==> src/rtl/rel_alarm_pkg.sv <==
package rel_alarm_pkg;
  // word offsets (software decodes these)
  localparam int OFS_COUNT  = 'h0C;
  localparam int OFS_ENABLE = 'h14;
  localparam int OFS_IRQEN  = 'h18;
  localparam int OFS_STATUS = 'h1C;

  // field placement in the count word
  localparam int SEC_LSB  = 0;
  localparam int MIN_LSB  = 8;
  localparam int HOUR_LSB = 16;
  localparam int DAY_LSB  = 21;
  localparam int SEC_W    = 6;
  localparam int MIN_W    = 6;
  localparam int HOUR_W   = 5;

  localparam int RUN_BIT   = 8;
  localparam int IRQEN_BIT = 0;
  localparam int PEND_BIT  = 0;

  localparam int SEC_MAX  = 59;
  localparam int MIN_MAX  = 59;
  localparam int HOUR_MAX = 23;

  typedef struct packed {
    logic [HOUR_W-1:0] hour;
    logic [MIN_W-1:0]  min;
    logic [SEC_W-1:0]  sec;
  } hms_t;
endpackage

==> src/rtl/rel_alarm_regs.sv <==
module rel_alarm_regs
  import rel_alarm_pkg::*;
#(
  parameter int ADDR_W = 5,
  parameter int DATA_W = 32,
  parameter int DAY_W  = 8
) (
  input  logic              clk,
  input  logic              rst_n,
  input  logic              wr_en,
  input  logic [ADDR_W-1:0] addr,
  input  logic [DATA_W-1:0] wdata,
  input  logic [DATA_W-1:0] cnt_word,
  input  logic              pend,
  output logic              cnt_load,
  output hms_t              load_hms,
  output logic [DAY_W-1:0]  load_day,
  output logic              run_en,
  output logic              irq_en,
  output logic              pend_clr,
  output logic [DATA_W-1:0] rdata
);
  localparam logic [ADDR_W-1:0] A_COUNT  = ADDR_W'(OFS_COUNT);
  localparam logic [ADDR_W-1:0] A_ENABLE = ADDR_W'(OFS_ENABLE);
  localparam logic [ADDR_W-1:0] A_IRQEN  = ADDR_W'(OFS_IRQEN);
  localparam logic [ADDR_W-1:0] A_STATUS = ADDR_W'(OFS_STATUS);

  logic run_wr, irqen_wr;
  logic run_q, irqen_q;

  always_comb begin
    cnt_load      = wr_en && (addr == A_COUNT);
    run_wr        = wr_en && (addr == A_ENABLE);
    irqen_wr      = wr_en && (addr == A_IRQEN);
    pend_clr      = wr_en && (addr == A_STATUS) && wdata[PEND_BIT];
    load_hms.sec  = wdata[SEC_LSB  +: SEC_W];
    load_hms.min  = wdata[MIN_LSB  +: MIN_W];
    load_hms.hour = wdata[HOUR_LSB +: HOUR_W];
    load_day      = wdata[DAY_LSB  +: DAY_W];
  end

  always_ff @(posedge clk or negedge rst_n) begin
    if (!rst_n) begin
      run_q <= 1'b0;
    end else if (run_wr) begin
      run_q <= wdata[RUN_BIT];
    end
  end

  always_ff @(posedge clk or negedge rst_n) begin
    if (!rst_n) begin
      irqen_q <= 1'b0;
    end else if (irqen_wr) begin
      irqen_q <= wdata[IRQEN_BIT];
    end
  end

  assign run_en = run_q;
  assign irq_en = irqen_q;

  always_comb begin
    rdata = '0;
    case (addr)
      A_COUNT:  rdata = cnt_word;
      A_ENABLE: rdata[RUN_BIT]   = run_q;
      A_IRQEN:  rdata[IRQEN_BIT] = irqen_q;
      A_STATUS: rdata[PEND_BIT]  = pend;
      default:  rdata = '0;
    endcase
  end
endmodule

==> src/rtl/rel_alarm_count.sv <==
module rel_alarm_count
  import rel_alarm_pkg::*;
#(
  parameter int DAY_W = 8
) (
  input  logic             clk,
  input  logic             rst_n,
  input  logic             load,
  input  hms_t             load_hms,
  input  logic [DAY_W-1:0] load_day,
  input  logic             tick,
  input  logic             run,
  output hms_t             hms,
  output logic [DAY_W-1:0] day,
  output logic             expire
);
  hms_t             hms_q, hms_n;
  logic [DAY_W-1:0] day_q, day_n;
  logic             is_zero, is_last, step, upd;

  always_comb begin
    is_zero = (hms_q == '0) && (day_q == '0);
    is_last = (hms_q.sec == SEC_W'(1)) && (hms_q.min == '0) &&
              (hms_q.hour == '0) && (day_q == '0);
    step    = !load && tick && run && !is_zero;
    upd     = load || step;
    expire  = step && is_last;
    hms_n   = hms_q;
    day_n   = day_q;
    if (load) begin
      hms_n = load_hms;
      day_n = load_day;
    end else if (step) begin
      if (hms_q.sec != '0) begin
        hms_n.sec = hms_q.sec - SEC_W'(1);
      end else begin
        hms_n.sec = SEC_W'(SEC_MAX);
        if (hms_q.min != '0) begin
          hms_n.min = hms_q.min - MIN_W'(1);
        end else begin
          hms_n.min = MIN_W'(MIN_MAX);
          if (hms_q.hour != '0) begin
            hms_n.hour = hms_q.hour - HOUR_W'(1);
          end else begin
            hms_n.hour = HOUR_W'(HOUR_MAX);
            day_n      = day_q - DAY_W'(1);
          end
        end
      end
    end
  end

  always_ff @(posedge clk or negedge rst_n) begin
    if (!rst_n) begin
      hms_q <= '0;
      day_q <= '0;
    end else if (upd) begin
      hms_q <= hms_n;
      day_q <= day_n;
    end
  end

  assign hms = hms_q;
  assign day = day_q;
endmodule

==> src/rtl/rel_alarm_flag.sv <==
module rel_alarm_flag (
  input  logic clk,
  input  logic rst_n,
  input  logic set,
  input  logic clr,
  output logic pend
);
  logic pend_q, pend_n, upd;

  always_comb begin
    upd    = set || clr;
    pend_n = set ? 1'b1 : 1'b0;
  end

  always_ff @(posedge clk or negedge rst_n) begin
    if (!rst_n) begin
      pend_q <= 1'b0;
    end else if (upd) begin
      pend_q <= pend_n;
    end
  end

  assign pend = pend_q;
endmodule

==> src/rtl/rel_alarm.sv <==
module rel_alarm
  import rel_alarm_pkg::*;
#(
  parameter int ADDR_W = 5,
  parameter int DATA_W = 32,
  parameter int DAY_W  = 8
) (
  input  logic              clk,
  input  logic              rst_n,
  input  logic              reg_wr,
  input  logic [ADDR_W-1:0] reg_addr,
  input  logic [DATA_W-1:0] reg_wdata,
  output logic [DATA_W-1:0] reg_rdata,
  input  logic              sec_tick,
  output logic              irq
);
  logic [1:0]        rst_sync;
  logic              rst_int_n;
  logic              cnt_load, run_en, irq_en, pend_clr, pend, expire;
  hms_t              load_hms, hms;
  logic [DAY_W-1:0]  load_day, day;
  logic [DATA_W-1:0] cnt_word;
  logic              unused_wdata;

  always_ff @(posedge clk or negedge rst_n) begin
    if (!rst_n) begin
      rst_sync <= 2'b00;
    end else begin
      rst_sync <= {rst_sync[0], 1'b1};
    end
  end
  assign rst_int_n = rst_sync[1];

  assign unused_wdata = ^reg_wdata;

  always_comb begin
    cnt_word = '0;
    cnt_word[SEC_LSB  +: SEC_W]  = hms.sec;
    cnt_word[MIN_LSB  +: MIN_W]  = hms.min;
    cnt_word[HOUR_LSB +: HOUR_W] = hms.hour;
    cnt_word[DAY_LSB  +: DAY_W]  = day;
  end

  rel_alarm_regs #(.ADDR_W(ADDR_W), .DATA_W(DATA_W), .DAY_W(DAY_W)) u_regs (
    .clk      (clk),
    .rst_n    (rst_int_n),
    .wr_en    (reg_wr),
    .addr     (reg_addr),
    .wdata    (reg_wdata),
    .cnt_word (cnt_word),
    .pend     (pend),
    .cnt_load (cnt_load),
    .load_hms (load_hms),
    .load_day (load_day),
    .run_en   (run_en),
    .irq_en   (irq_en),
    .pend_clr (pend_clr),
    .rdata    (reg_rdata)
  );

  rel_alarm_count #(.DAY_W(DAY_W)) u_count (
    .clk      (clk),
    .rst_n    (rst_int_n),
    .load     (cnt_load),
    .load_hms (load_hms),
    .load_day (load_day),
    .tick     (sec_tick),
    .run      (run_en),
    .hms      (hms),
    .day      (day),
    .expire   (expire)
  );

  rel_alarm_flag u_flag (
    .clk  (clk),
    .rst_n(rst_int_n),
    .set  (expire),
    .clr  (pend_clr),
    .pend (pend)
  );

  assign irq = pend && irq_en;
endmodule

==> config.mk <==
export PLATFORM = sky130hd
export DESIGN_NAME = rel_alarm
export DESIGN_NICKNAME = d
export VERILOG_FILES = /design/src/rtl/rel_alarm_pkg.sv /design/src/rtl/rel_alarm_regs.sv /design/src/rtl/rel_alarm_count.sv /design/src/rtl/rel_alarm_flag.sv /design/src/rtl/rel_alarm.sv
export SDC_FILE = /design/constraint.sdc
export NUM_CORES = 1
export LEC_CHECK = 0
export ABC_AREA = 1
export ABC_CLOCK_PERIOD_IN_PS = 1200
export CAP_MARGIN = 30
export CORE_AREA = 2 2 73 75
export CTS_BUF_LIST = sky130_fd_sc_hd__clkbuf_8
export CTS_CLUSTER_SIZE = 14
export DETAILED_ROUTE_END_ITERATION = 10
export DIE_AREA = 0 0 75 77
export GPL_TIMING_DRIVEN = 0
export PLACE_DENSITY = 0.81
export SYNTH_ARGS = -nofsm -noshare
export SYNTH_HDL_FRONTEND = slang
export SYNTH_SLANG_ARGS = --single-unit
export TNS_END_PERCENT = 5
==> constraint.sdc <==
create_clock -name clk -period 1.2 [get_ports clk]
set_clock_uncertainty 0.15 [all_clocks]
set_input_delay 0.18 -clock clk [delete_from_list [all_inputs] [get_ports clk]]
set_output_delay 0.18 -clock clk [all_outputs]
set_load 0.02 [all_outputs]
==> flow_summary.toml <==
[outcome]
violations = "setup timing"
status = "finished, violations left"

[synth]
synth_cells = 337
netlist.area_leader.share_pct = 32.0
syn_area_um2 = 2340
ys_ff_latch = 30
syn_avg_cell_area_um2 = 6.96
synth-edff-count = 0
synthTopCellsByArea = "dfrtp_1 32%, nand2_1 16%, nor2_1 6.4%"
yosysSeqAreaShare_pct = 32.0
synth_top_cell_by_area = "dfrtp_1"
async_flop_share_pct = 100
dominantRegCellSynth = "dfrtp_1"
synth_cell_types = 34
ys_warn_count = 0

[floorplanning]
die_w_um = 75
die_h_um = 77
core_um2 = 4980
dieArea_um2 = 5780
initial_core_util_pct = 47.1
io_pins = 74
rows = 26

[sta]
drv_slew = 0
fmax_mhz = 544
rsz0062_at_grt = "true"
setup_slack_ps = -638
hold_slack_ps = 45.0
finalWorstPathRequiredPeriod_ps = 1840
hold_viol = 0
period_share_pct = 153
setup_viol = 52
finalSetupTns_ps = -19850

[placed_design]
hpwl_um = 4620
dp_worst_setup_slack_ps = -1240
placed_cells = 473
gp_congestion = 0.900
place_area_um2 = 3110
io_buffers = 59

[cts]
cts_buffers = 5
cts_sinks = 30
cts_buffer_depth = 2
ctsRootBufferMaster = "clkbuf_8"
insertion_delay_ps = 300
cts_tree = "built"
htree_levels = 2
clk_pin_slew_ps = 70

[grt]
grt_start_max_net_pins = 21
grt_pass1_wl_um = 11700
first_global_vias = 2585
antenna_found_initial = 0
grt_use_total_pct = 26.7
gr-total-overflow = 0

[worst_setup_path]
crit_chain = "buf_8 > nor2_4 > nand3_4 > buf_4 > nor2_2 > buf_2 > nand2_1 > o21ai_0 > nand4_1 > nand2_1"
critPathLaunchType = "input port"
critPathKind = "in -> reg"
crit_top_cell = "nand2_1"
cp.arrival_ps = 1920
critPathMaxFanout = 10
required_ps = 1290
slowest_delay_ps = 290
end_kind = "flip-flop"
critical_path_buf_inv_count = 3
crit_family = "simple AND/OR/NAND/NOR gates"
cp_slowest_cell = "buf_2"

[cells_and_area]
instances_no_fill = 513
final_area_um2 = 3780
drive_gt1_share_pct = 38.1
area_growth_pct = 61.2
post-route-util_pct = 75.9
final_cell_mix = "98 x nand2_1, 43 x buf_4, 27 x clkdlybuf4s50_1, 24 x buf_6, 24 x dfrtp_1"
n_antenna_cell = 0
fin_nets = 492
final_common_cell = "nand2_1"

[route]
routed_wl_um = 8280
first_pass_iters = 5
wl_per_cell_um = 16.1
viasPerCell = 5.50
post-route-drc-count = 0
ant_nets = 0
drt_iter0_markers = 187
vias = 2819

[worst_hold_path]
hp-class = "reg -> async"

[pwr]
peakVddDrop_mv = 1.07
p_sw_mw = 3.92
p_int_mw = 4.14
total_power_mw = 8.05
comb_power_share_pct = 64.3
p_seq_share_pct = 23.0
p_leak_nw = 1.79
clkPwrFrac_pct = 12.7
p_sw_share_pct = 48.6
power_density_nw_per_um2 = 2130

[job]
maxCapViolations = 0
## synthesized netlist by cell type (3+ instances only)
library cell	n
inv_2	3
a21oi_1	5
clkbuf_1	4
dfrtp_1	30
o21ai_0	12
xnor2_1	3
buf_4	7
nand4_1	16
xor2_1	5
buf_6	4
nand2_1	101
nand3_2	3
buf_2	3
nor2_4	3
inv_1	31
o22ai_1	6
o21ai_1	7
nor2_1	40
ha_1	9
nand3_1	21
nor2_2	6
## power by group through the flow
stage,combinational (mW),clock (mW),sequential [mW]
floorplan,2.96,0,1.68
global placement,3.57,0,1.76
detailed placement,3.69,0,1.77
CTS,4.30,1.03,1.80
global route,5.58,1.08,1.88
finish,5.18,1.02,1.85
## flip-flops by register name, summed over array words and instances (netlist names)
register and cells:
u_regs.irq_en 1, u_flag.pend 1, rst_sync 2, u_count.hms 17, u_count.day 8, u_regs.run_en 1
## final cells by class
| type | instances | area (µm²) |
|---|---|---|
| clock inverters | 3 | 40.0 |
| repair buffers | 91 | 871 |
| inverters | 34 | 135 |
| fillers | 334 | 1200 |
| well taps | 70 | 87.6 |
| multi-input cells | 262 | 1630 |
| plain buffers | 18 | 185 |
| flip-flops and latches | 30 | 758 |
| clock buffers | 5 | 68.8 |
## layer usage
layer | global-route usage, % | up-vias | share of wire [%]
li1 | - | 1287 | -
met1 | 32.1 | 1309 | 37
met2 | 44.9 | 174 | 50
met3 | 6.44 | 49 | 8.2
met4 | 9.82 | 0 | 4.9
met5 | 0 | - | 0
## logic make-up after synthesis
logic type      Yosys count  synth area share, %
compound gates           34                 8.00
xor+xnor                  8                 2.99
fa+ha+maj                 9                 4.80
buf+inv                  52                 10.9
flops                    30                 32.0
mux                       1                0.480
other cells               2                0.320
simple gates            201                 40.5
## worst register-to-register path: cells and delay by family (launching register included)
family	cells	cell delay [ps]
buf+inv	1	160
flops	1	460
simple gates	8	930
## final timing paths
path,end,slack [ps],from,cells after the start
worst max-delay path,u_count.day[1],-640,reg_addr[0],10
worst min-delay path,u_count.hms[12],40,rst_sync[1],0
max in group asynchronous,rst_sync[1],330,rst_n,2
worst min register to register,u_count.hms[12],40,rst_sync[1],0
worst max register to register,u_count.day[1],-610,u_count.day[3],9
min in group clk,u_regs.run_en,80,reg_addr[1],4
## timing repair
item                                    in CTS  in global routing
hold buffers                                 1                  0
gates resized for setup                    222                 44
buffers inserted                            19                  8
cloned                                       4                  0
pin swaps                                   16                  9
hold endpoints to repair                     2                  0
endpoints found under the setup margin      54                 53
Power figures use the tool's default switching activity.
